$ cat src/rtl/frs_pkg.sv
package frs_pkg;
  typedef enum logic [2:0] {
    PH_OPC,
    PH_ADDR,
    PH_DUMMY,
    PH_DATA,
    PH_BAD
  } phase_t;

  localparam logic [7:0] OP_READ   = 8'h03;
  localparam logic [7:0] OP_FAST   = 8'h0B;
  localparam int         ADDR_BITS = 24;
  localparam int         PAD_BITS  = 8;
  localparam int         CNT_W     = 5;
endpackage

$ cat src/rtl/frs_spi_sync.sv
module frs_spi_sync #(
  parameter int STAGES = 2
) (
  input  logic clk,
  input  logic rst,
  input  logic sck,
  input  logic cs_n,
  input  logic si,
  output logic rise,
  output logic fall,
  output logic si_s,
  output logic cs_idle
);
  localparam int         NSIG     = 3;
  localparam logic [2:0] IDLE_LVL = 3'b100;

  logic [NSIG-1:0] raw;
  logic [NSIG-1:0] synced;
  logic            sck_d;

  assign raw = {cs_n, sck, si};

  genvar g;
  for (g = 0; g < NSIG; g++) begin : g_sig
    logic [STAGES-1:0] chain;
    if (STAGES == 1) begin : g_one
      always_ff @(posedge clk) begin
        if (rst) chain <= IDLE_LVL[g];
        else     chain <= raw[g];
      end
    end else begin : g_many
      always_ff @(posedge clk) begin
        if (rst) chain <= {STAGES{IDLE_LVL[g]}};
        else     chain <= {chain[STAGES-2:0], raw[g]};
      end
    end
    assign synced[g] = chain[STAGES-1];
  end

  always_ff @(posedge clk) begin
    if (rst) sck_d <= 1'b0;
    else     sck_d <= synced[1];
  end

  assign rise    = synced[1] & ~sck_d;
  assign fall    = ~synced[1] & sck_d;
  assign si_s    = synced[0];
  assign cs_idle = synced[2];

  // a serial clock phase spans more than one detection cycle
  a_r9_phase_width: assert property (@(posedge clk) disable iff (rst)
    rise |=> !fall);
endmodule

$ cat src/rtl/frs_cmd_fsm.sv
module frs_cmd_fsm
  import frs_pkg::*;
#(
  parameter int ADDR_W = 8
) (
  input  logic              clk,
  input  logic              clr,
  input  logic              rise,
  input  logic              fall,
  input  logic              si,
  output logic              in_data,
  output logic [2:0]        bit_idx,
  output logic [ADDR_W-1:0] rd_addr
);
  localparam logic [CNT_W-1:0] OPC_LAST  = CNT_W'(7);
  localparam logic [CNT_W-1:0] ADDR_LAST = CNT_W'(ADDR_BITS - 1);
  localparam logic [CNT_W-1:0] PAD_LAST  = CNT_W'(PAD_BITS - 1);

  phase_t            ph;
  logic [CNT_W-1:0]  cnt;
  logic [6:0]        op_sr;
  logic [ADDR_W-1:0] ad_sr;
  logic              fast;
  logic [7:0]        op_next;
  logic [ADDR_W-1:0] ad_next;
  logic              rd_step;

  assign op_next = {op_sr, si};
  assign ad_next = {ad_sr[ADDR_W-2:0], si};
  assign in_data = (ph == PH_DATA);
  assign rd_step = fall && (ph == PH_DATA) && (bit_idx == 3'd7);

  always_ff @(posedge clk) begin
    if (clr) begin
      ph      <= PH_OPC;
      cnt     <= '0;
      op_sr   <= '0;
      ad_sr   <= '0;
      fast    <= 1'b0;
      bit_idx <= '0;
      rd_addr <= '0;
    end else if (rise) begin
      case (ph)
        PH_OPC: begin
          op_sr <= op_next[6:0];
          if (cnt == OPC_LAST) begin
            cnt  <= '0;
            fast <= (op_next == OP_FAST);
            ph   <= (op_next == OP_READ || op_next == OP_FAST) ? PH_ADDR : PH_BAD;
          end else begin
            cnt <= cnt + 1'b1;
          end
        end
        PH_ADDR: begin
          ad_sr <= ad_next;
          if (cnt == ADDR_LAST) begin
            cnt     <= '0;
            rd_addr <= ad_next;
            ph      <= fast ? PH_DUMMY : PH_DATA;
          end else begin
            cnt <= cnt + 1'b1;
          end
        end
        PH_DUMMY: begin
          if (cnt == PAD_LAST) begin
            cnt <= '0;
            ph  <= PH_DATA;
          end else begin
            cnt <= cnt + 1'b1;
          end
        end
        default: ;
      endcase
    end else if (fall && ph == PH_DATA) begin
      bit_idx <= bit_idx + 1'b1;
      if (bit_idx == 3'd7) rd_addr <= rd_addr + 1'b1;
    end
  end

  // an unknown command keeps the block silent until deselect
  a_r8_bad_sticky: assert property (@(posedge clk) disable iff (clr)
    ph == PH_BAD |=> ph == PH_BAD);

  // a finished byte moves the read pointer by one, rolling over
  a_r4_addr_step: assert property (@(posedge clk) disable iff (clr)
    rd_step |=> rd_addr == ADDR_W'($past(rd_addr) + 1'b1));

  // address phase never overruns its 24 bits
  a_r3_addr_count: assert property (@(posedge clk) disable iff (clr)
    ph == PH_ADDR |-> cnt <= ADDR_LAST);
endmodule

$ cat src/rtl/frs_byte_ram.sv
module frs_byte_ram #(
  parameter int ADDR_W = 8
) (
  input  logic              clk,
  input  logic              we,
  input  logic [ADDR_W-1:0] waddr,
  input  logic [7:0]        wdata,
  input  logic [ADDR_W-1:0] raddr,
  output logic [7:0]        rdata
);
  localparam int DEPTH = 1 << ADDR_W;

  logic [7:0] arr [DEPTH];

  always_ff @(posedge clk) begin
    if (we) arr[waddr] <= wdata;
    rdata <= arr[raddr];
  end
endmodule

$ cat src/rtl/frs_tx.sv
module frs_tx (
  input  logic       clk,
  input  logic       clr,
  input  logic       fall,
  input  logic       in_data,
  input  logic [2:0] bit_idx,
  input  logic [7:0] byte_q,
  output logic       so,
  output logic       so_oe
);
  always_ff @(posedge clk) begin
    if (clr) begin
      so    <= 1'b0;
      so_oe <= 1'b0;
    end else if (fall && in_data) begin
      so    <= byte_q[3'd7 - bit_idx];
      so_oe <= 1'b1;
    end
  end

  // released output reads zero
  a_r6_zero_when_off: assert property (@(posedge clk) disable iff (clr)
    !so_oe |-> !so);

  // no drive outside the data phase
  a_r6_header_quiet: assert property (@(posedge clk) disable iff (clr)
    !in_data |-> !so_oe);

  // the drive enable turns on only from the data phase
  a_r1_enable_from_data: assert property (@(posedge clk) disable iff (clr)
    $rose(so_oe) |-> $past(in_data));
endmodule

$ cat src/rtl/flash_rd_slave.sv
module flash_rd_slave #(
  parameter int ADDR_W      = 8,
  parameter int SYNC_STAGES = 2
) (
  input  logic              clk,
  input  logic              rst,
  input  logic              spi_sck,
  input  logic              spi_cs_n,
  input  logic              spi_si,
  output logic              spi_so,
  output logic              spi_so_oe,
  input  logic              ld_we,
  input  logic [ADDR_W-1:0] ld_addr,
  input  logic [7:0]        ld_data
);
  logic              rise;
  logic              fall;
  logic              si_s;
  logic              cs_idle;
  logic              clr;
  logic              in_data;
  logic [2:0]        bit_idx;
  logic [ADDR_W-1:0] rd_addr;
  logic [7:0]        byte_q;

  assign clr = rst | cs_idle;

  frs_spi_sync #(.STAGES(SYNC_STAGES)) u_sync (
    .clk     (clk),
    .rst     (rst),
    .sck     (spi_sck),
    .cs_n    (spi_cs_n),
    .si      (spi_si),
    .rise    (rise),
    .fall    (fall),
    .si_s    (si_s),
    .cs_idle (cs_idle)
  );

  frs_cmd_fsm #(.ADDR_W(ADDR_W)) u_fsm (
    .clk     (clk),
    .clr     (clr),
    .rise    (rise),
    .fall    (fall),
    .si      (si_s),
    .in_data (in_data),
    .bit_idx (bit_idx),
    .rd_addr (rd_addr)
  );

  frs_byte_ram #(.ADDR_W(ADDR_W)) u_ram (
    .clk   (clk),
    .we    (ld_we),
    .waddr (ld_addr),
    .wdata (ld_data),
    .raddr (rd_addr),
    .rdata (byte_q)
  );

  frs_tx u_tx (
    .clk     (clk),
    .clr     (clr),
    .fall    (fall),
    .in_data (in_data),
    .bit_idx (bit_idx),
    .byte_q  (byte_q),
    .so      (spi_so),
    .so_oe   (spi_so_oe)
  );

  // a synchronized deselect releases the output on the next edge
  a_r7_deselect_release: assert property (@(posedge clk) disable iff (rst)
    cs_idle |=> !spi_so_oe);
endmodule

$ cat config.mk
export PLATFORM = sky130hd
export DESIGN_NAME = flash_rd_slave
export DESIGN_NICKNAME = d
export VERILOG_FILES = /design/src/rtl/frs_pkg.sv /design/src/rtl/frs_spi_sync.sv /design/src/rtl/frs_cmd_fsm.sv /design/src/rtl/frs_byte_ram.sv /design/src/rtl/frs_tx.sv /design/src/rtl/flash_rd_slave.sv
export SDC_FILE = /design/constraint.sdc
export NUM_CORES = 2
export LEC_CHECK = 0
export ABC_AREA = 1
export BUFFER_PORTS_ARGS = -buffer_cell sky130_fd_sc_hd__buf_2
export CAP_MARGIN = 20
export CORE_ASPECT_RATIO = 1.75
export CORE_UTILIZATION = 45
export DETAILED_ROUTE_END_ITERATION = 10
export HOLD_SLACK_MARGIN = 0.03
export PLACE_DENSITY = 0.64
export SETUP_SLACK_MARGIN = 0.1
export SLEW_MARGIN = 20
export SYNTH_ARGS = -nofsm -noshare
export SYNTH_HDL_FRONTEND = slang
export SYNTH_HIERARCHICAL = 1
export SYNTH_SLANG_ARGS = --single-unit
$ cat constraint.sdc
create_clock -name clk -period 3.35 [get_ports clk]
set_input_delay 0 -clock clk [delete_from_list [all_inputs] [get_ports clk]]
set_output_delay 0 -clock clk [all_outputs]
set_load 0.02 [all_outputs]
# Word-level counts from Yosys, hierarchy flattened
# Memories as Yosys holds them, arrays and structs flattened. A register that Yosys moved wholly into a read port is not among the register bits.
# Cells that the tools add are included.
[classes]
add_sub_neg = 4
n_mul = 0
n_div = 0
n_lt_le_gt_ge = 1
n_eq_ne = 13
shifts = 0
mux = 18
bitwise = 6
n_reduce_logical = 15
[ops]
columns = ["op", "n"]
rows = [
  ["8-bit two-way mux", 5],
  ["3-bit two-way mux", 4],
  ["5-bit two-way mux", 2],
  ["2-bit by 1-bit inequality test with 1-bit output (second input constant)", 5],
  ["5-bit case mux with 2 select lines", 1],
  ["3-bit case mux with 3 select lines", 1],
  ["8-bit by 1-bit adder with 8-bit output (second input constant)", 1],
  ["8-bit by 2-bit == test with 1-bit output (second input constant)", 1],
  ["8-bit by 4-bit == test with 1-bit output (second input constant)", 1],
  ["2-bit AND reduction", 4],
  ["3-bit by 2-bit == test with 1-bit output (second input constant)", 2],
  ["2-bit nonzero test", 3],
  ["5-bit by 1-bit adder with 5-bit output (second input constant)", 1],
  ["5-bit by 3-bit == test with 1-bit output (second input constant)", 1],
  ["5-bit == test (second input constant)", 1],
  ["5-bit AND reduction", 1],
  ["3-bit by 4-bit less-than comparator with 1-bit output (second input constant)", 1],
  ["1-bit two-way mux", 4],
  ["4-bit AND reduction", 1],
  ["3-bit by 1-bit adder with 3-bit output (second input constant)", 1],
  ["1-bit binary-select mux with 3-bit select", 1],
  ["3-bit by 1-bit == test with 1-bit output (second input constant)", 1],
  ["3-bit == test (second input constant)", 1],
  ["3-bit zero test", 1],
  ["other kinds (9)", 12],
]
[totals]
register_bits = 43
latch_bits = 0
mem_bits_rw = 2048
romBits = 0
out_inout_bits = 2
elab_cells = 71
n_memories = 1
[memory_table]
columns = ["memory", "words", "word_bits", "read_ports", "rd_clocked_by_memory_dff", "wr", "line_no", "text"]
rows = [
  ["u_ram.arr", 256, 8, 1, 1, 1, "frs_byte_ram.sv:13", "logic [7:0] arr [DEPTH];"],
]

# Depth between registers and ports, before layout
[depth]
depth_word = 5
depth_mapped = 15
depth_no_buf = 11

# Hierarchy
# Netlist, hierarchy kept.
[by_module_without_submodules]
columns = ["module", "n_inst", "cells_each", "area_per_inst_um2", "seq_area_each_um2"]
rows = [
  ["frs_byte_ram", 1, 7003, 83396.2, 61659.1],
  ["frs_cmd_fsm", 1, 240, 1630.3, 680.7],
  ["frs_spi_sync", 1, 25, 207.7, 140.1],
  ["frs_tx", 1, 34, 176.4, 40.0],
  ["flash_rd_slave", 1, 3, 11.3, 0.0],
]

# Least setup slack after synthesis
# OpenSTA, ideal clock, no wires.
[synth_timing]
path_kind = "flip-flop to flip-flop"
startpoint = "register u_fsm.rd_addr[0]"
endpoint = "register u_ram.rdata[0] (read register of u_ram.arr)"
setup_time_ns = 0.112
t_arrival_ns = 1.579
required_time_ns = 3.238
path_slack_ns = 1.658
stages_incl_launch_ff = 16
path_cell_list = "dfxtp_1 -> buf_4 -> inv_4 -> buf_6 -> buf_6 -> buf_4 -> nand2_1 -> nand3_1 -> nand3_1 -> nand3_1 -> nand3_1 -> nand3_1 -> nand3_1 -> nand2_1 -> nand2_1 -> nand2_1"
[synth_lines]
columns = ["item", "line_no", "text"]
rows = [
  ["start, declared", "frs_cmd_fsm.sv:13", "output logic [ADDR_W-1:0] rd_addr"],
  ["start signal, assigned", "frs_cmd_fsm.sv:58", "rd_addr <= ad_next;"],
  ["start signal, assigned", "frs_cmd_fsm.sv:76", "if (bit_idx == 3'd7) rd_addr <= rd_addr + 1'b1;"],
  ["end, declared", "frs_byte_ram.sv:9", "output logic [7:0] rdata"],
]

==> results.sh <==
export IMPL_rows=211
export IMPL_relSlewSlack=0.277
export IMPL_clk_path_buf_depth=4
export IMPL_layout_worst_path_cycle_share=0.956
export IMPL_fin_crit_ps=3200
export IMPL_netlist_top_cells_area="edfxtp_1, nand3_1, nand2_1, buf_2, nor2_1"
export IMPL_core_mm2=0.189
export IMPL_crit_path_end_kind="flop"
export IMPL_rsz0062_at_grt="no"
export IMPL_synthTopCellsByCount="nand2_1, edfxtp_1, nand3_1, nor2_1, buf_2"
export IMPL_die_y_um=578
export IMPL_final_max_slew_viol_count=0
export IMPL_reg2reg_to="u_ram/rdata[4]"
export IMPL_hold_class="in -> reg"
export IMPL_syn_to_final_growth_pct=10.9
export IMPL_crit_type="reg -> reg"
export IMPL_setup_ws_ps=147
export IMPL_crit_slowest_cell="dfxtp_4"
export IMPL_synth_top_area_cell="edfxtp_1"
export IMPL_hold_viol=0
export IMPL_rrSetupSlack_ps=150
export IMPL_grt_overflow=0
export IMPL_fin_skew_ps=33.6
export IMPL_ir_worst_vdd_mv=0.361
export IMPL_die_area_mm2=0.192
export IMPL_fin_tns_setup_ps=0
export IMPL_nNetsFinal=7310
export IMPL_gpl_final_weighted_congestion=0.922
export IMPL_crit_end="u_ram/rdata[4]"
export IMPL_track_usage=0.246
export IMPL_ys_seq_area_frac=0.732
export IMPL_pwr_density_cell_mw_per_mm2=534
export IMPL_synth_edf_count=2048
export IMPL_cp_required_ps=4060
export IMPL_netlist_area_mm2=0.0854
export IMPL_ios=24
export IMPL_r2r_cells=12
export IMPL_drcViolationCount=0
export IMPL_syn_area_per_cell_um2=11.7
export IMPL_synth_fp_nets=7331
export IMPL_drive_gt1_frac=0.0721
export IMPL_grt_pass1_vias=55000
export IMPL_outcome="finished clean"
export IMPL_synth_async_sr_flop_share=0
export IMPL_synth_most_common_cell="nand2_1"
export IMPL_cts_sinks=2099
export IMPL_path_cells="inv_8, buf_12, buf_4, nand3_1, nand3_1, nand3_1, nand3_1, nand3_1, nand3_1, nand2_1, nand2_1, nand2_1"
export IMPL_final_area_mm2=0.0947
export IMPL_root_buffer="clkbuf_16"
export IMPL_hpwl_mm=143
export IMPL_ys_types=29
export IMPL_r2r_start="u_fsm/rd_addr[1]"
export IMPL_path_max_fanout=59
export IMPL_cp_start_kind="flop"
export IMPL_initial_core_util=0.453
export IMPL_setup_violations=0
export IMPL_synth_flop_cell="edfxtp_1"
export IMPL_power_w=0.0505
export IMPL_cts_tree="yes"
export IMPL_grt_first_pass_wirelength_mm=352
export IMPL_drtIter0Drc=6000
export IMPL_tightest_slew_ps=1080
export IMPL_antenna_found_initial=3
export IMPL_arrival_ps=3910
export IMPL_drt_total_wl_mm=239
export IMPL_path_clk_slew_ps=70
export IMPL_vias=56600
export IMPL_place_ws_ps=170
export IMPL_p_leak_nw=32.6
export IMPL_h_tree_depth=4
export IMPL_postRouteAntennaNets=0
export IMPL_postSynthCellCount=7305
export IMPL_ys_warn_count=6
export IMPL_drt_pass1_iterations=8
export IMPL_maxCapViolations=0
export IMPL_max_freq_mhz=312
export IMPL_crit_top_cell="nand3_1"
export IMPL_cpPeakStageDelay_ps=430
export IMPL_routedWlPerCell_um=24.3
export IMPL_cts_buffers=180
export IMPL_synth_top_cell_area_share=0.720
export IMPL_clock_latency_ps=850
export IMPL_dpl_cell_area_mm2=0.0887
export IMPL_yosys_register_bits=2099
export IMPL_startpoint="u_fsm/rd_addr[1]"
export IMPL_portBuffers=23
export IMPL_grt_max_degree=144
export IMPL_dieWidth_um=331
export IMPL_viasPerCell=5.73
-- per-layer routing --
metal,GRT usage,part of all wire
met1,0.276,0.35
met5,0,0.000067
met3,0.0285,0.064
met2,0.440,0.51
met4,0.163,0.073
-- layout make-up --
| cell class | count | area, um^2 |
|---|---|---|
| fill | 16100 | 94000 |
| timing repair buffer | 286 | 2910 |
| sequential | 2099 | 62500 |
| tap | 2449 | 3060 |
| multi-input combinational | 4630 | 20100 |
| antenna | 5 | 12.5 |
| inverter | 87 | 360 |
| clock inverter | 93 | 970 |
| clock buffer | 221 | 4780 |
-- worst min path at each step --
stage                           from                        to  cells past startpoint
after floorplan                  rst  u_sync/g_sig[0].chain[0]                      1
after global placement      spi_cs_n  u_sync/g_sig[2].chain[0]                      3
after detailed placement    spi_cs_n  u_sync/g_sig[2].chain[0]                      3
after CTS                 ld_addr[4]          u_ram/arr[83][3]                      6
after global routing      ld_addr[0]         u_ram/arr[155][5]                      5
final                     ld_addr[6]         u_ram/arr[141][7]                      7
-- critical path: cells and delay by family (launching register included) --
| kind | cells | cell delay (ps) |
|---|---|---|
| simple gates | 9 | 1440 |
| buf+inv | 3 | 1120 |
| flops | 1 | 430 |
-- power by group --
part / switching, W / internal (W)
Sequential: 0.0000151 / 0.0288
Clock: 0.00924 / 0.0117
Combinational: 0.000659 / 0.000118
-- timing repair --
| item | CTS | global route |
|---|---|---|
| buffers inserted | 0 | 0 |
| setup endpoints to repair | 0 | 2 |
| resized for setup | 0 | 1 |
| hold buffers | 26 | 0 |
| hold endpoints to repair | 1238 | 0 |
-- stage by stage --
| step | util | cells | hold WS, ps |
|---|---|---|---|
| final | 0.502 | 9870 | 84.4 |
| after global routing | 0.502 | 9866 | 112 |
| after CTS | 0.502 | 9865 | 34.6 |
| after detailed placement | 0.470 | 9525 | 197 |
| after global placement | 0.470 | 9525 | 180 |
| after floorplan | - | 7305 | 71.2 |
-- kinds of logic after synthesis --
group	Yosys count	share of synthesized area
AND/OR/NAND/NOR	4579	0.231
XOR/XNOR	3	0.000308
flip-flops	2099	0.732
AO/OA/AOI/OAI	44	0.00275
buffers and inverters	576	0.0330
adder cells (fa/ha/maj)	4	0.000586
-- layout by cell type, fill, tap and decap left out, types with 5 or more instances in the layout --
master,instances
a21oi_1,20
buf_12,52
buf_2,15
buf_4,184
buf_8,8
bufinv_16,20
clkbuf_1,33
clkbuf_16,184
clkinv_1,30
clkinv_2,33
dfxtp_1,45
diode_2,5
dlygate4sd3_1,26
edfxtp_1,2048
inv_1,79
nand2_1,2188
nand3_1,2040
nor2_1,338
o21ai_0,20
-- registers in the layout (all words and copies together) (netlist names) --
name / cells
u_fsm/ad_sr: 7
u_fsm/bit_idx: 3
u_fsm/cnt: 5
u_fsm/fast: 1
u_fsm/op_sr: 7
u_fsm/ph: 3
u_fsm/rd_addr: 8
u_ram/arr: 2048
u_ram/rdata: 8
u_sync/g_sig.chain: 6
u_sync/sck_d: 1
u_tx/so: 1
u_tx/so_oe: 1
Note: power is estimated with default switching activity, not from simulation.
